--- config.mk ---
export PLATFORM = sky130hd
export DESIGN_NAME = irq_chain_requester
export DESIGN_NICKNAME = d
export VERILOG_FILES = /design/src/rtl/irq_chain_requester.sv
export SDC_FILE = /design/constraint.sdc
export NUM_CORES = 1
export LEC_CHECK = 0
export BUFFER_PORTS_ARGS = -buffer_cell sky130_fd_sc_hd__buf_2
export CORE_MARGIN = 2
export CORE_UTILIZATION = 45
export CTS_CLUSTER_SIZE = 28
export DETAILED_ROUTE_END_ITERATION = 6
export PLACE_DENSITY = 0.77
export SLEW_MARGIN = 10
export SYNTH_ARGS = -nofsm -noshare
export SYNTH_HDL_FRONTEND = slang
export SYNTH_SLANG_ARGS = --single-unit
export TNS_END_PERCENT = 100
--- constraint.sdc ---
create_clock -name clk -period 1.95 [get_ports clk]
set_input_delay 0.195 -clock clk [delete_from_list [all_inputs] [get_ports clk]]
set_output_delay 0.195 -clock clk [all_outputs]
set_load 0.02 [all_outputs]
--- src/rtl/irq_chain_requester.sv ---
module irq_chain_requester #(
  parameter int LVL_W = 3,
  parameter int VEC_W = 8,
  parameter int NLVL  = 7
) (
  input  logic             clk,
  input  logic             rst_n,
  input  logic             src_req,
  input  logic [LVL_W-1:0] cfg_level,
  input  logic [VEC_W-1:0] cfg_vector,
  input  logic             as_n,
  input  logic [1:0]       ds_n,
  input  logic             iack_n,
  input  logic [LVL_W-1:0] ack_lvl,
  input  logic             iackin_n,
  output logic [NLVL:1]    irq_n,
  output logic             iackout_n,
  output logic             dtack_n,
  output logic [VEC_W-1:0] vec_out,
  output logic             vec_oe
);

  typedef enum logic [2:0] {S_IDLE, S_PASS, S_DRIVE, S_ACK, S_TAIL} st_t;

  st_t              st;
  logic             raised;
  logic [LVL_W-1:0] lvl_q;
  logic [VEC_W-1:0] vec_q;

  wire ack_cyc  = !iack_n && !as_n && !iackin_n;
  wire ds_any   = !(&ds_n);
  wire hit      = raised && (ack_lvl == lvl_q);

  always_ff @(posedge clk or negedge rst_n) begin
    if (!rst_n) begin
      st <= S_IDLE;
      vec_q <= '0;
    end else begin
      case (st)
        S_IDLE:  if (ack_cyc) begin
                   st <= hit ? S_DRIVE : S_PASS;
                   vec_q <= cfg_vector;
                 end
        S_PASS:  if (as_n || iackin_n) st <= S_IDLE;
        S_DRIVE: if (as_n && !ds_any) st <= S_IDLE;
                 else if (ds_any) st <= S_ACK;
        S_ACK:   if (!ds_any) st <= as_n ? S_IDLE : S_TAIL;
        S_TAIL:  if (as_n) st <= S_IDLE;
        default: st <= S_IDLE;
      endcase
    end
  end

  always_ff @(posedge clk or negedge rst_n) begin
    if (!rst_n) begin
      raised <= 1'b0;
      lvl_q  <= '0;
    end else if (!src_req) begin
      raised <= 1'b0;
    end else if (st == S_DRIVE && ds_any) begin
      raised <= 1'b0;
    end else if (st == S_IDLE && !raised && cfg_level != '0) begin
      raised <= 1'b1;
      lvl_q  <= cfg_level;
    end
  end

  for (genvar i = 1; i <= NLVL; i++) begin : g_line
    assign irq_n[i] = !(raised && lvl_q == LVL_W'(i));
  end

  assign iackout_n = (st != S_PASS);
  assign dtack_n   = (st != S_ACK);
  assign vec_oe    = (st == S_DRIVE) || (st == S_ACK);
  assign vec_out   = vec_oe ? vec_q : '0;


  one_line_chk: assert property (@(posedge clk) disable iff (!rst_n)
    $onehot0(~irq_n));


  vec_before_ack_chk: assert property (@(posedge clk) disable iff (!rst_n)
    $fell(dtack_n) |-> $past(vec_oe));


  ack_not_fwd_chk: assert property (@(posedge clk) disable iff (!rst_n)
    !(!dtack_n && !iackout_n));


  fwd_cause_chk: assert property (@(posedge clk) disable iff (!rst_n)
    $fell(iackout_n) |-> $past(!iackin_n && !as_n && !iack_n));


  line_drop_chk: assert property (@(posedge clk) disable iff (!rst_n)
    !dtack_n |-> (&irq_n));


  ack_release_chk: assert property (@(posedge clk) disable iff (!rst_n)
    (!dtack_n && (&ds_n)) |=> (dtack_n && !vec_oe));

endmodule

==> results.py <==
metrics = {
    "final_layout": {
        "final_cell_count_no_fill": 150,
        "finalInstanceArea_um2": 1110,
        "post-route-util_pct": 62.9,
        "mostFrequentLayoutCell": "buf_2",
        "drive_above_1_share_pct": 45.6,
        "fillers": 173,
        "final_net_count": 148,
        "antenna-diode-count": 0,
        "final_cell_mix": "buf_2, dfrtp_1, and2_1, mux2_2, nor2_1",
        "area_growth_syn_to_layout_pct": 29.3,
    },
    "sta": {
        "slew_headroom_pct": 77.2,
        "hold_slack_ps": 139,
        "finalSetupViolCount": 0,
        "totalNegativeSetupSlack_ps": 0,
        "max_freq_mhz": 580,
        "worst_pin_slew_ps": 342,
        "timing.final.crit_period_ps": 1730,
        "fin_worst_skew_ps": 2.02,
        "finalHoldViolCount": 0,
        "final_cycle_utilization_of_the_critical_path_pct": 88.5,
        "grt_setup_unrepaired": "false",
        "count_of_pins_over_their_slew_limit": 0,
    },
    "grt": {
        "first_global_vias": 592,
        "grt_first_pass_wirelength_mm": 2.53,
        "globalRouteOverflowTotal": 0,
        "grt_util_all_layers_pct": 15.9,
        "number_of_antenna_violations_at_the_first_check_in_global_routing": 0,
        "grt_max_degree": 16,
    },
    "die": {
        "die_y_um": 47.7,
        "die_w_um": 47.7,
        "design.die.area_um2": 2270,
        "fp.coreArea_um2": 1760,
        "std_cell_rows": 15,
        "pin_count": 40,
        "initial_core_util_pct": 48.7,
    },
    "detailed_routing": {
        "drcViolationCount": 0,
        "postRouteAntennaNets": 0,
        "vias": 743,
        "post_drt_via_cell_ratio": 4.95,
        "routed_wire_length_per_instance_um": 11.4,
        "dr.first_iter.drc_count": 8,
        "drt-total-wl_mm": 1.71,
        "drt_first_pass_iters": 4,
    },
    "power_and_ir_drop": {
        "power.density_cell_area_nw_per_um2": 1210,
        "vdd.ir_drop.worst_mv": 0.819,
        "leakage_nw": 0.545,
    },
    "clocking": {
        "clock_tree.buffer_depth": 2,
        "cts_made_buffers": 3,
        "htree_num_levels": 1,
        "path_clk_slew_ps": 80,
        "worst_skew_pair.late_latency_ps": 280,
        "cts_sinks": 15,
        "tritoncts": "done",
        "ctsRootBufferMaster": "clkbuf_4",
    },
    "setup_path": {
        "worst_setup_path_start_kind": "flip-flop",
        "critPathArrivalTime_ps": 1530,
        "crit_path_required_time_ps": 1750,
        "critPathKind": "flip-flop to output pin",
        "critical_path.cell_chain": "nand2b_2 > inv_1 > and2_1 > buf_2",
        "critical_path_peak_fanout": 11,
        "worstSetupEndpointType": "output pin",
        "slowest_delay_ps": 430,
        "cpMaxStageDelayCell": "dfrtp_1",
    },
    "logic_synthesis": {
        "ys_seq_area_share_pct": 43.7,
        "synth_cell_types": 28,
        "post_synth_inst_count": 84,
        "syn-mean-instance-area_um2": 10.2,
        "synth_nets": 106,
        "synthesis.area_um2": 858,
        "synth.ff_latch_count": 15,
        "yosysWarnings": 0,
    },
    "placement": {
        "gp_congestion": 0.905,
        "dp_hpwl_mm": 1.34,
        "placedInstanceArea_um2": 1070,
        "place.port_buffers": 39,
        "numPlacedInstances": 145,
    },
    "min_path": {
        "min_path_type": "input port to flip-flop",
    },
    "flow_run": {
        "timing.max_cap.violations": 0,
    },
    "outcome": {
        "status": "complete, no violations",
    },
}
==> path summary, 6_finish.rpt <==
path                                      start                    to  slack, ps  depth (start not counted)
hold reg to reg            vec_q[5]$_DFFE_PN0P_  vec_q[5]$_DFFE_PN0P_        500                          1
max in group asynchronous                 rst_n     st[0]$_DFFE_PN0P_       1380                          2
setup / recovery              st[2]$_DFFE_PN0P_            vec_out[1]        220                          4
setup reg to reg              st[0]$_DFFE_PN0P_  lvl_q[0]$_DFFE_PN0P_        300                          4
hold / removal                             as_n     st[2]$_DFFE_PN0P_        140                          2
min in group asynchronous                 rst_n  vec_q[4]$_DFFE_PN0P_        330                          2
==> power breakdown <==
| group | total, mW | switching (mW) | leakage (nW) | internal [mW] |
|---|---|---|---|---|
| clock network | 0.168 | 0.0924 | 0.0177 | 0.0760 |
| logic | 0.575 | 0.278 | 0.344 | 0.297 |
| registers | 0.598 | 0.151 | 0.184 | 0.447 |
| total | 1.34 | 0.521 | 0.545 | 0.820 |
==> logic make-up (layout without fill, tap and decap cells) <==
group                  Yosys count  after routing  share of synthesized area [%]
buffers and inverters            6             47                           2.77
AO/OA/AOI/OAI                   12             12                           9.33
multiplexers                    13             13                           18.1
AND/OR/NAND/NOR                 35             35                           23.0
XOR/XNOR                         3              3                           3.06
flip-flops                      15             15                           43.7
==> timing repair <==
item | 4_1_cts | 5_1_grt
resized for setup | 0 | 0
hold endpoints to repair | 15 | 0
buffers inserted | 0 | 0
hold buffers | 1 | 0
==> per-stage QoR <==
step                      setup WS, ps  total power, mW
final                              225             1.34
after global routing               124             1.45
after CTS                          219             1.35
after detailed placement           325             1.18
after global placement             378             1.16
after floorplan                    428             1.03
==> synth_stat cells <==
cell	number	area share, %
dfrtp_1	15	44
and2_1	10	7.3
mux2_2	8	10
nor2_1	6	2.6
nand2_1	5	2.2
nand3_1	4	2.3
inv_1	3	1.3
mux2_4	3	5.2
o21ai_0	3	1.7
xnor2_1	3	3.1
a21oi_1	2	1.2
clkbuf_1	2	0.87
mux2i_1	2	2.3
nor2b_1	2	1.5
nor3_1	2	1.2
o31ai_1	2	1.7
a211oi_1	1	0.87
a32oi_1	1	1.0
a41oi_1	1	1.0
and4_1	1	1.0
buf_2	1	0.58
nand2b_2	1	1.0
nand4_1	1	0.73
nor3_2	1	1.2
o22ai_1	1	0.73
o32ai_1	1	1.0
or3_1	1	0.73
or3_4	1	1.3
==> critical path, delay by kind of cell (launching register included) <==
kind | cells | cell delay [ps]
flip-flops | 1 | 430
AND/OR/NAND/NOR | 2 | 420
buffers and inverters | 2 | 410
==> sequential cells by signal (all words and copies together) (netlist names) <==
signal	cells
lvl_q	3
raised	1
st	3
vec_q	8
==> final cells by class <==
| cell class | count | area [um2] | area share, % |
|---|---|---|---|
| multi-input cells | 63 | 459 | 41.4 |
| flip-flops and latches | 15 | 375 | 33.8 |
| repair buffers | 40 | 205 | 18.5 |
| well taps | 25 | 31.3 | 2.82 |
| clock buffers | 3 | 22.5 | 2.03 |
| inverters | 3 | 11.3 | 1.01 |
| clock inverters | 1 | 5.00 | 0.451 |
==> routing by layer <==
layer,vias to the layer above,wire length (um),GRT usage (%)
li1,377,-,-
met1,348,721,19.7
met2,16,905,26.8
met3,2,75,6.79
met4,0,6,2.16
met5,-,0,0
No activity file was read; power rests on OpenSTA's default activity.
